## config.mk

```make
export PLATFORM = sky130hd
export DESIGN_NAME = pps_phase_cmp
export DESIGN_NICKNAME = d
export VERILOG_FILES = /design/src/rtl/pps_pkg.sv /design/src/rtl/pps_edge_sync.sv /design/src/rtl/pps_timebase.sv /design/src/rtl/pps_err_track.sv /design/src/rtl/pps_phase_cmp.sv
export SDC_FILE = /design/constraint.sdc
export NUM_CORES = 1
export LEC_CHECK = 0
export BUFFER_PORTS_ARGS = -buffer_cell sky130_fd_sc_hd__buf_2
export CAP_MARGIN = 10
export CORE_AREA = 2 2 149 151
export DETAILED_ROUTE_END_ITERATION = 7
export DIE_AREA = 0 0 151 153
export GPL_TIMING_DRIVEN = 0
export PLACE_DENSITY_LB_ADDON = 0.3
export SLEW_MARGIN = 30
export SYNTH_ARGS = -nofsm -noshare
export SYNTH_HDL_FRONTEND = slang
export SYNTH_SLANG_ARGS = --single-unit
```

## constraint.sdc

```tcl
create_clock -name clk_i -period 5.6 [get_ports clk_i]
set_input_delay 1.12 -clock clk_i [delete_from_list [all_inputs] [get_ports clk_i]]
set_output_delay 1.12 -clock clk_i [all_outputs]
set_load 0.1 [all_outputs]
```

## src/rtl/pps_pkg.sv

```systemverilog
package pps_pkg;

  // Counter range: power of two when modulus is zero, else the modulus.
  function automatic logic [63:0] range_of(input int unsigned cnt_w,
                                           input int unsigned modulus);
    if (modulus == 0) return 64'd1 << cnt_w;
    return 64'(modulus);
  endfunction

  // a + b reduced into [0, r), both operands already below r.
  function automatic logic [63:0] mod_add(input logic [63:0] a,
                                          input logic [63:0] b,
                                          input logic [63:0] r);
    logic [63:0] s;
    s = a + b;
    if (s >= r) s = s - r;
    return s;
  endfunction

  // a - b reduced into [0, r), both operands already below r.
  function automatic logic [63:0] mod_sub(input logic [63:0] a,
                                          input logic [63:0] b,
                                          input logic [63:0] r);
    if (a >= b) return a - b;
    return a + r - b;
  endfunction

  // Residues in the upper half of the range become negative (two's complement).
  function automatic logic [63:0] fold_signed(input logic [63:0] d,
                                              input logic [63:0] r);
    if (d > ((r - 64'd1) >> 1)) return d - r;
    return d;
  endfunction

endpackage

```

## src/rtl/pps_edge_sync.sv

```systemverilog
module pps_edge_sync #(
  parameter int unsigned SYNC_STAGES = 2
) (
  input  logic clk_i,
  input  logic rst_i,
  input  logic pps_i,
  output logic rise_o
);
  localparam int unsigned SH_W = SYNC_STAGES + 1;

  // Synchroniser stages followed by one history flop for edge detection.
  logic [SH_W-1:0] sh_q;

  always_ff @(posedge clk_i) begin
    if (rst_i) sh_q <= '0;
    else       sh_q <= {sh_q[SH_W-2:0], pps_i};
  end

  assign rise_o = sh_q[SYNC_STAGES-1] & ~sh_q[SYNC_STAGES];

  // a held-high input yields one strobe only
  a_r3_single_rise: assert property (@(posedge clk_i) disable iff (rst_i)
    rise_o |=> !rise_o);

endmodule

```

## src/rtl/pps_timebase.sv

```systemverilog
module pps_timebase #(
  parameter int unsigned CNT_W   = 32,
  parameter int unsigned MODULUS = 0
) (
  input  logic             clk_i,
  input  logic             rst_i,
  output logic [CNT_W-1:0] cnt_o
);
  logic [CNT_W-1:0] cnt_q;

  generate
    if (MODULUS == 0) begin : g_bin
      always_ff @(posedge clk_i) begin
        if (rst_i) cnt_q <= '0;
        else       cnt_q <= cnt_q + 1'b1;
      end
    end else begin : g_mod
      localparam logic [CNT_W-1:0] LAST = CNT_W'(MODULUS - 1);
      always_ff @(posedge clk_i) begin
        if (rst_i)              cnt_q <= '0;
        else if (cnt_q == LAST) cnt_q <= '0;
        else                    cnt_q <= cnt_q + 1'b1;
      end
      // count never leaves the modulus range
      a_r6_in_range: assert property (@(posedge clk_i) disable iff (rst_i)
        cnt_q <= LAST);
    end
  endgenerate

  assign cnt_o = cnt_q;

  // every nonzero value is the previous one plus one
  a_r1_advance: assert property (@(posedge clk_i) disable iff (rst_i)
    (cnt_q != '0) |-> (cnt_q == $past(cnt_q) + 1'b1));

endmodule

```

## src/rtl/pps_err_track.sv

```systemverilog
module pps_err_track
  import pps_pkg::*;
#(
  parameter int unsigned CNT_W    = 32,
  parameter int unsigned MODULUS  = 0,
  parameter int unsigned PERIOD   = 10_000_000,
  parameter int unsigned EXP_INIT = 0
) (
  input  logic             clk_i,
  input  logic             rst_i,
  input  logic             rise_i,
  input  logic [CNT_W-1:0] cnt_i,
  output logic [CNT_W:0]   err_o,
  output logic             valid_o,
  output logic             miss_o
);
  localparam int unsigned      ERR_W      = CNT_W + 1;
  localparam logic [63:0]      RANGE      = range_of(CNT_W, MODULUS);
  localparam logic [63:0]      STEP       = 64'(PERIOD) % RANGE;
  localparam longint unsigned  MISS_CYC   = 2 * longint'(PERIOD) + longint'(PERIOD) / 2;
  localparam int unsigned      TMR_W      = $clog2(MISS_CYC + 1);
  localparam logic [TMR_W-1:0] TMR_LAST   = TMR_W'(MISS_CYC - 1);
  localparam logic [TMR_W-1:0] TMR_RELOAD = TMR_W'(MISS_CYC - longint'(PERIOD));
  localparam logic [CNT_W-1:0] EXP_RST    = CNT_W'(EXP_INIT);

  logic [CNT_W-1:0] cap_q, exp_q;
  logic             pend_q;
  logic [TMR_W-1:0] tmr_q;
  logic [ERR_W-1:0] err_q;
  logic             valid_q, miss_q;

  logic [63:0] diff_w, fold_w, exp_w;
  logic        timeout_w;

  always_comb begin
    diff_w    = mod_sub(64'(exp_q), 64'(cap_q), RANGE);
    fold_w    = fold_signed(diff_w, RANGE);
    exp_w     = mod_add(64'(exp_q), STEP, RANGE);
    timeout_w = !rise_i && (tmr_q == TMR_LAST);
  end

  always_ff @(posedge clk_i) begin
    if (rst_i) begin
      cap_q   <= '0;
      exp_q   <= EXP_RST;
      pend_q  <= 1'b0;
      tmr_q   <= '0;
      err_q   <= '0;
      valid_q <= 1'b0;
      miss_q  <= 1'b0;
    end else begin
      pend_q  <= rise_i;
      valid_q <= pend_q;
      miss_q  <= timeout_w;
      if (rise_i) begin
        cap_q <= cnt_i;
        tmr_q <= '0;
      end else if (timeout_w) begin
        tmr_q <= TMR_RELOAD;
      end else begin
        tmr_q <= tmr_q + 1'b1;
      end
      if (pend_q) err_q <= ERR_W'(fold_w);
      if (pend_q || timeout_w) exp_q <= CNT_W'(exp_w);
    end
  end

  assign err_o   = err_q;
  assign valid_o = valid_q;
  assign miss_o  = miss_q;

  // the report strobe lasts one cycle
  a_r7_single_valid: assert property (@(posedge clk_i) disable iff (rst_i)
    valid_o |=> !valid_o);

  // a capture strobe is reported two edges later
  a_r7_after_capture: assert property (@(posedge clk_i) disable iff (rst_i)
    rise_i |=> ##1 valid_o);

  // the error word only moves together with a report
  a_r7_err_hold: assert property (@(posedge clk_i) disable iff (rst_i)
    (!$past(rst_i) && !valid_o) |-> $stable(err_o));

  // the missing strobe lasts one cycle
  a_r8_single_miss: assert property (@(posedge clk_i) disable iff (rst_i)
    miss_o |=> !miss_o);

  // a capture restarts the silence window
  a_r8_quiet_after_rise: assert property (@(posedge clk_i) disable iff (rst_i)
    rise_i |=> !miss_o);

  // the prediction moves only on a report or a missing event
  a_r5_expected_hold: assert property (@(posedge clk_i) disable iff (rst_i)
    (!$past(rst_i) && !valid_o && !miss_o) |-> $stable(exp_q));

endmodule

```

## src/rtl/pps_phase_cmp.sv

```systemverilog
module pps_phase_cmp #(
  parameter int unsigned CNT_W       = 32,
  parameter int unsigned MODULUS     = 0,
  parameter int unsigned PERIOD      = 10_000_000,
  parameter int unsigned EXP_INIT    = 0,
  parameter int unsigned SYNC_STAGES = 2
) (
  input  logic           clk_i,
  input  logic           rst_i,
  input  logic           pps_i,
  output logic [CNT_W:0] err_o,
  output logic           err_valid_o,
  output logic           miss_o
);
  logic             rise_w;
  logic [CNT_W-1:0] cnt_w;

  pps_edge_sync #(
    .SYNC_STAGES(SYNC_STAGES)
  ) sync_i (
    .clk_i (clk_i),
    .rst_i (rst_i),
    .pps_i (pps_i),
    .rise_o(rise_w)
  );

  pps_timebase #(
    .CNT_W  (CNT_W),
    .MODULUS(MODULUS)
  ) tb_i (
    .clk_i(clk_i),
    .rst_i(rst_i),
    .cnt_o(cnt_w)
  );

  pps_err_track #(
    .CNT_W   (CNT_W),
    .MODULUS (MODULUS),
    .PERIOD  (PERIOD),
    .EXP_INIT(EXP_INIT)
  ) trk_i (
    .clk_i  (clk_i),
    .rst_i  (rst_i),
    .rise_i (rise_w),
    .cnt_i  (cnt_w),
    .err_o  (err_o),
    .valid_o(err_valid_o),
    .miss_o (miss_o)
  );

endmodule

```

==> summary.md, run 1 <==
| Metric | Value |
|---|---|
| Shortest clock period the worst path allows after layout | `roughly 3 ns` |
| Static Leak | `0.003379 µW` |
| Longest individual stage delay on the worst path | `approximately 0.44 ns` |
| Total of buffers placed on input and output ports | `36` |
| Top flip-flop cell by instance count after synthesis | `sky130_fd_sc_hd__dfxtp_1` |
| Worst Skew | `~0.012 ns` |
| Root Buffer Master | `sky130_fd_sc_hd__clkbuf_16` |
| Maximum fanout encountered on the critical timing path | `7` |
| Final wirelength | `17290 µm` |
| Slowest library cell on the worst path | `sky130_fd_sc_hd__dfxtp_1` |
| Global-route wire length before repair | `between 20000 and 30000 µm` |
| Total routing resource utilization after global routing | `between 10% and 20%` |
| Count of placed standard cells in the final layout, fillers left out | `approximately 1200` |
| GP Congestion | `roughly 0.85` |
| Most common cell in the synthesized netlist | `sky130_fd_sc_hd__dfxtp_1` |
| Peak supply drop | `about 150 µV` |
| Final-report setup violation count | `0` |
| Vertical die dimension | `roughly 150 µm` |
| Post CTS Setup Buffer Count | `0` |
| Core Area | `21490 µm²` |
| Data arrival time of the critical path | `about 3.4 ns` |
| Data required time of the critical path | `roughly 5.9 ns` |
| Crit-path most repeated cell | `sky130_fd_sc_hd__ha_1` |
| Count of different cell masters after synthesis | `65` |
| Number of warnings printed during yosys synthesis | `0` |
| DRC errors left | `0` |
| Tcrit/Tclk final | `approximately 55%` |
| Most area-hungry cell type in the Yosys netlist | `sky130_fd_sc_hd__dfxtp_1` |
| Final Slew Violations | `0` |
| Via count | `between 6000 and 7000` |
| Synth area leaders | `sky130_fd_sc_hd__dfxtp_1, sky130_fd_sc_hd__xor2_1, sky130_fd_sc_hd__nor2_1, sky130_fd_sc_hd__xnor2_1, sky130_fd_sc_hd__ha_1` |
| Overflow left after global routing | `0` |
| # H-tree levels | `4` |
| Final worst setup slack | `about 2.5 ns` |
| Routed length per instance | `~14 µm` |
| Transition time at the pin with the least slew margin | `just over 0.7 ns` |
| Number of buffers inserted for hold repair after clock tree synthesis | `0` |
| Post-detail-place hpwl | `approximately 13000 µm` |
| Clock transition at the register clock pins on the worst setup and hold paths after CTS | `approximately 0.070 ns` |
| Mean area per synthesized cell | `8.501 µm²` |
| Busiest layer in global routing | `met2` |
| Number of register bits inferred by synthesis | `153` |
| Class of the most critical hold timing path | `flip-flop to flip-flop` |
| Worst path cell trace | `ha_1 > a21o_1 > a311o_1 > a211oi_1 > o21bai_1 > a31oi_1 > nand2b_1 > and2_1 > ha_1 > a32o_1` |
| Per-cell via count in the routed design | `around 4.9` |
| Number of rows created at floorplan | `54` |
| ANT nets after route | `0` |
| Floorplan die area | `between 20000 and 25000 µm²` |
| Setup repair after global routing missed its margin | `false` |
| Element type at the critical path end | `flip-flop` |
| Via count of the first global-routing pass | `5850` |
| Power Density | `between 200 and 300 nW/µm²` |
| Pre-CTS setup slack | `roughly 2.6 ns` |
| Area of the mapped netlist | `about 7400 µm²` |
| Run status | `completed` |
| Number of cells after detailed placement | `approximately 1200` |
| 1st-iter DRT viols | `261` |
| Later-pin clock latency in the skew report | `0.43 ns` |
| CP Class | `flip-flop to flip-flop` |
| Maximum number of pins on one net before global-route repair | `17` |
| Sequential cell area fraction in the yosys report | `about two fifths` |
| Family with the most delay on the worst path | `compound AO/OA/AOI/OAI gates` |
| Die extent in x | `around 150 µm` |
| ANT cells | `0` |
| Maximum buffer depth of the clock tree | `2` |
| Worst slew margin relative to its limit | `between 50% and 60%` |
| Met3 Use GR | `3.463%` |
| Hold violation total from the final report | `0` |
| Max Cap Viol | `0` |
| Nets | `roughly 960` |
| Router iterations before antenna repair | `5` |
| Synthesized netlist net count | `just over 900` |
| Initial antenna violation count | `0` |
| Utilization of the core after routing | `about 40%` |
| Count of flip-flops with a built-in enable after synthesis | `0` |
| GR Layer Usage met2 | `about a quarter` |
| Number of instances in the synthesized netlist | `a little under 900` |
| Number of placed I/O pins | `38` |
| Achievable frequency | `around 0.33 GHz` |
| Combined buffer and inverter count along the critical path | `0` |
| Initial Util | `around a third` |
| Share of post-route cells with drive strength above 1 | `10.51%` |
| Layout overhead on the synthesized area | `15.54%` |
| Synth top cells by count | `sky130_fd_sc_hd__dfxtp_1, sky130_fd_sc_hd__nor2_1, sky130_fd_sc_hd__nand2_1, sky130_fd_sc_hd__o21ai_0, sky130_fd_sc_hd__a21oi_1` |
| TritonCTS buffer count | `17` |
| FFs w/ async S/R, synth | `0%` |
| Number of sinks on the clock net | `153` |
| Met1 usage in global routing | `20.15%` |
| # resized after CTS | `0` |
| Final TNS setup | `0 ns` |
| Critical Path Start Type | `flip-flop` |
| Clock tree from TritonCTS | `done` |
| Synth top area share | `between 40% and 50%` |
-- layout by cell type, fill, tap and decap left out, types with 23 or more instances in the layout --
master,count
sky130_fd_sc_hd__a21oi_1,47
sky130_fd_sc_hd__nor2_1,107
sky130_fd_sc_hd__nand2_1,86
sky130_fd_sc_hd__xor2_1,46
sky130_fd_sc_hd__o21ai_0,68
sky130_fd_sc_hd__xnor2_1,44
sky130_fd_sc_hd__nand3_1,27
sky130_fd_sc_hd__buf_2,39
sky130_fd_sc_hd__clkbuf_1,23
sky130_fd_sc_hd__dfxtp_1,153
sky130_fd_sc_hd__inv_1,41
sky130_fd_sc_hd__ha_1,30
-- routing by layer --
metal | part of all wire, % | up-vias | wire length (µm)
met1 | 49 | 2735 | 8423
li1 | - | 3125 | -
met5 | 0 | - | 0
met3 | 3.4 | 35 | 596
met4 | 2.9 | 0 | 508
met2 | 45 | 117 | 7762
-- stage by stage --
step / hold slack (ns) / area, µm² / power (µW)
after floorplan: 0.4138 / 7430 / 1313
after detailed placement: 0.4365 / 7960 / 1366
after CTS: 0.4504 / 8584 / 2599
final: 0.4435 / 8584 / 2571
after global routing: 0.4650 / 8584 / 2668
after global placement: 0.4304 / 7960 / 1365
-- tightest hold or removal path: stages (launching register included) --
cell,delay [ns]
sky130_fd_sc_hd__dfxtp_1,0.32
sky130_fd_sc_hd__nand2_1,0.04
sky130_fd_sc_hd__o21ai_0,0.05
-- report_power, final --
group | switching (µW) | leakage, µW | internal, µW
Clock | 510 | 0.000305 | 720
Combinational | 150 | 0.00184 | 79.9
Sequential | 9.80 | 0.00123 | 1100
-- path summary, 6_finish.rpt --
check                        from              end  slack [ns]  depth (start not counted)
setup / recovery   trk_i.exp_q[9]  trk_i.err_o[32]        2.53                         10
hold / removal    trk_i.err_o[24]  trk_i.err_o[24]        0.44                          2
setup reg to reg   trk_i.exp_q[9]  trk_i.err_o[32]        2.53                         10
hold reg to reg   trk_i.err_o[24]  trk_i.err_o[24]        0.44                          2
-- layout make-up --
cell class                 instances  area [µm²]
clock inverter                    15       198.9
fill                            2179       12900
buffer                            30       153.9
clock buffer                      17       425.4
sequential                       153        3063
timing repair buffer              36       180.2
multi-input combinational        649        4055
inverter                          42       157.7
tap                              280       350.3
-- cell families after synthesis --
logic type | after synthesis | synth area share [%]
fa+ha+maj | 30 | 5.052
simple gates | 331 | 21.99
flops | 153 | 41.23
mux | 13 | 1.751
xor+xnor | 90 | 10.61
buf+inv | 72 | 4.193
compound gates | 185 | 15.17
-- registers in the layout, summed over array words and instances (netlist names) --
| signal | cells |
|---|---|
| trk_i.tmr_q | 25 |
| trk_i.pend_q | 1 |
| trk_i.miss_o | 1 |
| trk_i.exp_q | 25 |
| trk_i.valid_o | 1 |
| sync_i.sh_q | 3 |
| tb_i.cnt_o | 32 |
| trk_i.err_o | 33 |
| trk_i.cap_q | 32 |
Power figures use the tool's default switching activity.
==> inputs of run 2 (changes only) <==
- clock period: 5.6 -> 3 ns (I/O delays scaled with it)
==> summary.md, run 2 (synthesis results as in run 1) <==
| Metric | Value |
|---|---|
| Run status | `completed` |
| Tcrit/Tclk final | `94.74% (+40 points)` |
| Layout overhead on the synthesized area | `15.75%` |
| Post-detail-place hpwl | `12880 µm (unchanged)` |
| Worst slew margin relative to its limit | `52.38% (about the same)` |
| Max Cap Viol | `0 (unchanged)` |
| Maximum buffer depth of the clock tree | `2 (unchanged)` |
| Worst Skew | `0.01500 ns (+0.002620 ns)` |
| Number of cells after detailed placement | `1190 (unchanged)` |
| Count of placed standard cells in the final layout, fillers left out | `1220 (-0.16%)` |
| TritonCTS buffer count | `17 (unchanged)` |
| Hold violation total from the final report | `0 (unchanged)` |
| Slowest library cell on the worst path | `sky130_fd_sc_hd__ha_1` |
| ANT nets after route | `0 (unchanged)` |
| Floorplan die area | `23100 µm² (unchanged)` |
| Maximum fanout encountered on the critical timing path | `7 (unchanged)` |
| Final Slew Violations | `0 (unchanged)` |
| Final-report setup violation count | `0 (unchanged)` |
| Clock tree from TritonCTS | `done` |
| Crit-path most repeated cell | `sky130_fd_sc_hd__ha_1` |
| Die extent in x | `151 µm (unchanged)` |
| Peak supply drop | `287.8 µV (+87%)` |
| Combinational group share of total power | `9.1% (+0.2 points)` |
| Root Buffer Master | `sky130_fd_sc_hd__clkbuf_16` |
| Pre-CTS setup slack | `-0.01751 ns (-2.600 ns)` |
| ANT cells | `0 (unchanged)` |
| Total of buffers placed on input and output ports | `36 (unchanged)` |
| GP Congestion | `0.8492 (unchanged)` |
| Element type at the critical path end | `flip-flop` |
| # H-tree levels | `4 (unchanged)` |
| Data arrival time of the critical path | `3.16 ns (-0.23 ns)` |
| DRC errors left | `0 (unchanged)` |
| Setup repair after global routing missed its margin | `false` |
| Via count of the first global-routing pass | `5863 (+0.22%)` |
| Transition time at the pin with the least slew margin | `0.7142 ns (+0.0005177 ns)` |
| Number of placed I/O pins | `38 (unchanged)` |
| Shortest clock period the worst path allows after layout | `2.842 ns (-0.2303 ns)` |
| Sequential share of power | `43.1% (about the same)` |
| Static Leak | `0.003388 µW (+0.24%)` |
| Area used by sequential logic in the layout | `3064 µm² (about the same)` |
| Class of the most critical hold timing path | `primary input to flip-flop` |
| Power Density | `559.0 nW/µm² (+87%)` |
| Share of post-route cells with drive strength above 1 | `10.96% (+0.45 points)` |
| Later-pin clock latency in the skew report | `0.43 ns (about the same)` |
| Router iterations before antenna repair | `4 (-1)` |
| Number of rows created at floorplan | `54 (unchanged)` |
| Maximum number of pins on one net before global-route repair | `17 (unchanged)` |
| Global-route wire length before repair | `28840 µm (about the same)` |
| Longest individual stage delay on the worst path | `0.39 ns (-0.05 ns)` |
| Initial Util | `34.58% (unchanged)` |
| Most frequent standard cell in the layout excluding fill and tap cells | `sky130_fd_sc_hd__dfxtp_1` |
| Per-cell via count in the routed design | `4.889 (-0.64%)` |
| Commonest non-fill, non-tap cells in the layout | `sky130_fd_sc_hd__dfxtp_1, sky130_fd_sc_hd__nor2_1, sky130_fd_sc_hd__nand2_1, sky130_fd_sc_hd__o21ai_0, sky130_fd_sc_hd__a21oi_1` |
| 1st-iter DRT viols | `241 (-7.7%)` |
| Number of fill cells | `2179 (unchanged)` |
| Overall power consumption | `4807 µW (+87%)` |
| Number of flip-flops in the largest register | `33 (unchanged)` |
| Nets | `960 (-0.21%)` |
| Achievable frequency | `0.3519 GHz (+8.1%)` |
| Final worst setup slack | `0.1579 ns (-2.370 ns)` |
| Initial antenna violation count | `0 (unchanged)` |
| Net switching power | `1253 µW (+87%)` |
| Final wirelength | `17290 µm (about the same)` |
| Vertical die dimension | `153 µm (unchanged)` |
| Clock transition at the register clock pins on the worst setup and hold paths after CTS | `0.07 ns (about the same)` |
| Core Area | `21490 µm² (unchanged)` |
| Routed length per instance | `14.17 µm (+0.13%)` |
| Critical Path Start Type | `flip-flop` |
| Worst path cell trace | `ha_1 > a21o_1 > a311o_1 > a211oi_2 > o21bai_1 > a31oi_2 > nand2b_1 > and2_1 > ha_1 > a32o_1` |
| Via count | `5964 (-0.80%)` |
| Data required time of the critical path | `3.32 ns (-2.60 ns)` |
| Cell-internal power | `3555 µW (+87%)` |
| Area of combinational cells with multiple inputs | `4073 µm² (+0.43%)` |
| CP Class | `flip-flop to flip-flop` |
| Switching power share of the total | `26.06% (about the same)` |
| Number of sinks on the clock net | `153 (unchanged)` |
| Total routing resource utilization after global routing | `15.74% (about the same)` |
| Overflow left after global routing | `0 (unchanged)` |
| Part of the total power dissipated in the clock network | `47.8% (about the same)` |
## run 2: cell types whose count changed in the layout (fill, tap and decap cells not counted), sizes merged
| cell | previous run | this run |
|---|---|---|
| clkbuf | 43 | 40 |
| buf | 40 | 41 |
## run 2: routing by layer
metal / part of all wire (%) / vias up / track usage [%] / routed length (µm)
met5: 0 / - / 0 / 0
met4: 2.7 / 0 / 6.631 / 473
met3: 2.8 / 27 / 3.463 / 489
met2: 45 / 88 / 25.48 / 7810
met1: 49 / 2728 / 20.15 / 8511
li1: - / 3121 / - / -
## run 2: power by group through the flow
stage / Clock, µW / Sequential (µW) / Combinational (µW)
2_1_floorplan: 0 / 2180 / 272
3_3_place_gp: 0 / 2120 / 430
3_5_place_dp: 0 / 2120 / 432
4_1_cts: 2350 / 2070 / 436
5_1_grt: 2430 / 2070 / 480
6_report: 2300 / 2070 / 438
## run 2: layout make-up
class	instances	area share [%]
repair buffers	37	2.182
inverters	42	1.833
well taps	280	4.074
flip-flops and latches	153	35.63
plain buffers	27	1.659
multi-input cells	649	47.36
clock buffers	17	4.947
clock inverters	15	2.313
## run 2: worst max-delay path: cells and delay by family, from the launching register on
kind                       cells  cell delay [ns]
AOI/OAI and AO/OA              6             1.53
adders and majority gates      2             0.61
DFF                            1             0.35
and+or+nand+nor                2             0.23
## run 2: final timing paths
| path | cells after the start | to | slack (ns) | start |
|---|---|---|---|---|
| max reg2reg | 10 | trk_i.err_o[32] | 0.16 | trk_i.exp_q[9] |
| min | 2 | sync_i.sh_q[0] | 0.39 | pps_i |
| max | 10 | trk_i.err_o[32] | 0.16 | trk_i.exp_q[9] |
| min reg2reg | 2 | trk_i.err_o[24] | 0.44 | trk_i.err_o[24] |
## run 2: through the flow
| stage | hold slack [ns] | cell area [µm²] | setup TNS (ns) | util, % |
|---|---|---|---|---|
| after floorplan | 0.4138 | 7430 | 0 | - |
| after global placement | 0.4304 | 7960 | -0.03467 | 37.05 |
| after detailed placement | 0.4365 | 7960 | -0.01751 | 37.05 |
| after CTS | 0.3788 | 8596 | 0 | 40.01 |
| after global routing | 0.3948 | 8600 | 0 | 40.02 |
| final | 0.3908 | 8600 | 0 | 40.02 |
## run 2: what timing repair did
item	in CTS	in global routing
pin swaps	0	1
hold buffers	0	0
gates resized for setup	2	2
setup endpoints to repair	1	1
setup buffers	0	1
==> inputs of run 3 (changes only) <==
- ABC_AREA: not set -> 1
- CAP_MARGIN: 10 -> not set
- CORE_AREA: 2 2 149 151 -> 2 2 160 162
- DIE_AREA: 0 0 151 153 -> 0 0 162 164
==> summary.md, run 3 <==
| Metric | Value |
|---|---|
| Class of the most critical hold timing path | `primary input to flip-flop` |
| Via count of the first global-routing pass | `7589 (+29%)` |
| Achievable frequency | `0.3864 GHz (+9.8%)` |
| Static Leak | `0.004334 µW (+28%)` |
| Synth area leaders | `sky130_fd_sc_hd__dfxtp_1, sky130_fd_sc_hd__nand2_1, sky130_fd_sc_hd__inv_1, sky130_fd_sc_hd__nor2_1, sky130_fd_sc_hd__a21oi_1` |
| Final Instance Area | `9807 µm² (+14%)` |
| Global-route wire length before repair | `39100 µm (+36%)` |
| Worst Skew | `0.02010 ns (+0.005095 ns)` |
| Number of warnings printed during yosys synthesis | `0 (unchanged)` |
| Clock tree from TritonCTS | `done` |
| Power Density | `496.9 nW/µm² (-11%)` |
| Number of sinks on the clock net | `153 (unchanged)` |
| Part of the total power dissipated in the clock network | `45.3% (-2.5 points)` |
| Final Slew Violations | `0 (unchanged)` |
| GP Congestion | `0.9640 (+14%)` |
| Core Area | `24820 µm² (+16%)` |
| Hold violation total from the final report | `0 (unchanged)` |
| Number of rows created at floorplan | `58 (+7.4%)` |
| Maximum number of pins on one net before global-route repair | `17 (unchanged)` |
| Post-place instance area | `9209 µm² (+16%)` |
| 1st-iter DRT viols | `720 (+200%)` |
| Cell-internal power | `3485 µW (-2.0%)` |
| Maximum fanout encountered on the critical timing path | `7 (unchanged)` |
| Synth top cells by count | `sky130_fd_sc_hd__nand2_1, sky130_fd_sc_hd__inv_1, sky130_fd_sc_hd__nor2_1, sky130_fd_sc_hd__dfxtp_1, sky130_fd_sc_hd__a21oi_1` |
| Via count | `8384 (+41%)` |
| # resized after CTS | `0 (-2)` |
| Layout overhead on the synthesized area | `13.83%` |
| Data required time of the critical path | `3.36 ns (+0.04 ns)` |
| Top flip-flop cell by instance count after synthesis | `sky130_fd_sc_hd__dfxtp_1` |
| FFs w/ async S/R, synth | `0% (unchanged)` |
| Root Buffer Master | `sky130_fd_sc_hd__clkbuf_16` |
| Critical Path Start Type | `flip-flop` |
| Utilization of the core after routing | `39.51% (-0.51 points)` |
| Most area-hungry cell type in the Yosys netlist | `sky130_fd_sc_hd__dfxtp_1` |
| Later-pin clock latency in the skew report | `0.45 ns (+0.02 ns)` |
| Final TNS setup | `0 ns (unchanged)` |
| Router iterations before antenna repair | `7 (+3)` |
| Mean area per synthesized cell | `6.669 µm² (-22%)` |
| Worst path cell trace | `ha_1 > a21oi_1 > nor2_1 > nor2_1 > nand3_1 > nand2_1 > nand2_1 > nand2_1 > nand3b_1 > ha_1 > nand4_1 > a21oi_1` |
| Setup repair after global routing missed its margin | `false` |
| Number of placed I/O pins | `38 (unchanged)` |
| Tcrit/Tclk final | `86.26% (-8.5 points)` |
| Shortest clock period the worst path allows after layout | `2.588 ns (-0.2544 ns)` |
| Die extent in x | `162 µm (+7.3%)` |
| Slowest library cell on the worst path | `sky130_fd_sc_hd__dfxtp_1` |
| ANT cells | `0 (unchanged)` |
| Routed length per instance | `14.67 µm (+3.6%)` |
| Overflow left after global routing | `0 (unchanged)` |
| Synth top area share | `35.55% (-5.7 points)` |
| CP Class | `flip-flop to flip-flop` |
| Post-detail-place hpwl | `19250 µm (+49%)` |
| Data arrival time of the critical path | `2.95 ns (-0.21 ns)` |
| Final-report setup violation count | `0 (unchanged)` |
| Vertical die dimension | `164 µm (+7.2%)` |
| Share of post-route cells with drive strength above 1 | `8.824% (-2.1 points)` |
| Max Cap Viol | `0 (unchanged)` |
| Number of buffers inserted for hold repair after clock tree synthesis | `0 (unchanged)` |
| Initial antenna violation count | `0 (unchanged)` |
| Synthesized netlist net count | `1325 (+46%)` |
| Nets | `1380 (+44%)` |
| ANT nets after route | `0 (unchanged)` |
| Sequential cell area fraction in the yosys report | `35.55% (-5.7 points)` |
| Net switching power | `1388 µW (+11%)` |
| # H-tree levels | `4 (unchanged)` |
| Floorplan die area | `26570 µm² (+15%)` |
| Maximum buffer depth of the clock tree | `2 (unchanged)` |
| Combined buffer and inverter count along the critical path | `0 (unchanged)` |
| Final wirelength | `24800 µm (+43%)` |
| Most frequent standard cell in the layout excluding fill and tap cells | `sky130_fd_sc_hd__nand2_1` |
| Count of different cell masters after synthesis | `49 (-25%)` |
| Number of register bits inferred by synthesis | `153 (unchanged)` |
| Most common cell in the synthesized netlist | `sky130_fd_sc_hd__nand2_1` |
| Area of the mapped netlist | `8616 µm² (+16%)` |
| Run status | `completed` |
| Number of instances in the synthesized netlist | `1292 (+48%)` |
| Switching power share of the total | `28.49% (+2.4 points)` |
| Worst slew margin relative to its limit | `46.84% (-5.5 points)` |
| Number of flip-flops in the largest register | `33 (unchanged)` |
| Combinational group share of total power | `11.9% (+2.8 points)` |
| Family with the most delay on the worst path | `simple AND/OR/NAND/NOR gates` |
| Peak supply drop | `298.0 µV (+3.5%)` |
| Total of buffers placed on input and output ports | `36 (unchanged)` |
| Total routing resource utilization after global routing | `18.90% (+3.2 points)` |
| Number of fill cells | `2691 (+23%)` |
| Sequential share of power | `42.8% (-0.3 points)` |
| Post CTS Setup Buffer Count | `0 (unchanged)` |
| Clock transition at the register clock pins on the worst setup and hold paths after CTS | `0.07 ns (about the same)` |
| Transition time at the pin with the least slew margin | `0.7974 ns (+0.08314 ns)` |
| TritonCTS buffer count | `17 (unchanged)` |
| Per-cell via count in the routed design | `4.961 (+1.5%)` |
| Longest individual stage delay on the worst path | `0.49 ns (+0.10 ns)` |
| Count of flip-flops with a built-in enable after synthesis | `0 (unchanged)` |
| Element type at the critical path end | `flip-flop` |
| Commonest non-fill, non-tap cells in the layout | `sky130_fd_sc_hd__nand2_1, sky130_fd_sc_hd__inv_1, sky130_fd_sc_hd__nor2_1, sky130_fd_sc_hd__dfxtp_1, sky130_fd_sc_hd__a21oi_1` |
| Initial Util | `34.71% (+0.14 points)` |
| Crit-path most repeated cell | `sky130_fd_sc_hd__nand2_1` |
| DRC errors left | `0 (unchanged)` |
run 3: cell count changes after synthesis, sizes merged, moves of 13 or more:
cell   change
or3       -16
nor2      +75
mux2i     -13
inv      +166
xnor2     -36
xor2      -34
nor3      +29
nand3     +52
and3      -13
a21oi     +54
nand2    +164
o22ai     +24
run 3: kinds of logic after synthesis:
logic type	synth area share [%]
adders and majority gates	4.357
DFF	35.55
buffers and inverters	10.76
and+or+nand+nor	32.33
AOI/OAI and AO/OA	14.97
xor gates and xnor gates	2.033
run 3: per-stage QoR:
step,std cells,hold WS [ns],total power [µW],setup WS (ns)
2_1_floorplan,1292,0.3883,2571,1.004
3_3_place_gp,1658,0.4073,2699,0.5131
3_5_place_dp,1658,0.4048,2703,0.4704
4_1_cts,1690,0.3547,4917,0.4469
5_1_grt,1690,0.3785,5057,0.1570
6_report,1690,0.3605,4873,0.4123
run 3: area by class of cell:
class,count,area [µm²],area share [%]
inverter,207,777.0,7.923
tap,330,412.9,4.210
clock inverter,13,155.1,1.582
sequential,153,3063,31.23
buffer,31,150.1,1.531
timing repair buffer,36,180.2,1.837
clock buffer,19,442.9,4.516
multi-input combinational,901,4626,47.17
run 3: power by group through the flow:
| stage | logic, µW | clock network, µW | registers (µW) |
|---|---|---|---|
| 5_1_grt | 639 | 2330 | 2090 |
| 4_1_cts | 576 | 2260 | 2080 |
| 6_report | 580 | 2210 | 2080 |
| 3_5_place_dp | 573 | 0 | 2130 |
| 3_3_place_gp | 570 | 0 | 2130 |
| 2_1_floorplan | 334 | 0 | 2240 |
run 3: worst paths after layout:
path | from | slack [ns] | depth (start not counted) | end
worst min register to register | sync_i.sh_q[0] | 0.41 | 2 | sync_i.sh_q[1]
worst min-delay path | pps_i | 0.36 | 3 | sync_i.sh_q[0]
worst max-delay path | trk_i.exp_q[12] | 0.41 | 12 | trk_i.err_o[32]
worst max register to register | trk_i.exp_q[12] | 0.41 | 12 | trk_i.err_o[32]
run 3: routing by layer:
metal | part of all wire (%) | vias to the layer above | GRT usage [%]
met5 | 0 | - | 0
met4 | 2.5 | 0 | 6.718
met3 | 5.9 | 43 | 4.066
met2 | 42 | 201 | 28.88
met1 | 50 | 3819 | 26.25
li1 | - | 4321 | -
run 3: worst min-delay path, cell delays in order:
cell                     delay [ns]
sky130_fd_sc_hd__buf_2         0.08
sky130_fd_sc_hd__inv_1         0.03
sky130_fd_sc_hd__nor2_1        0.06
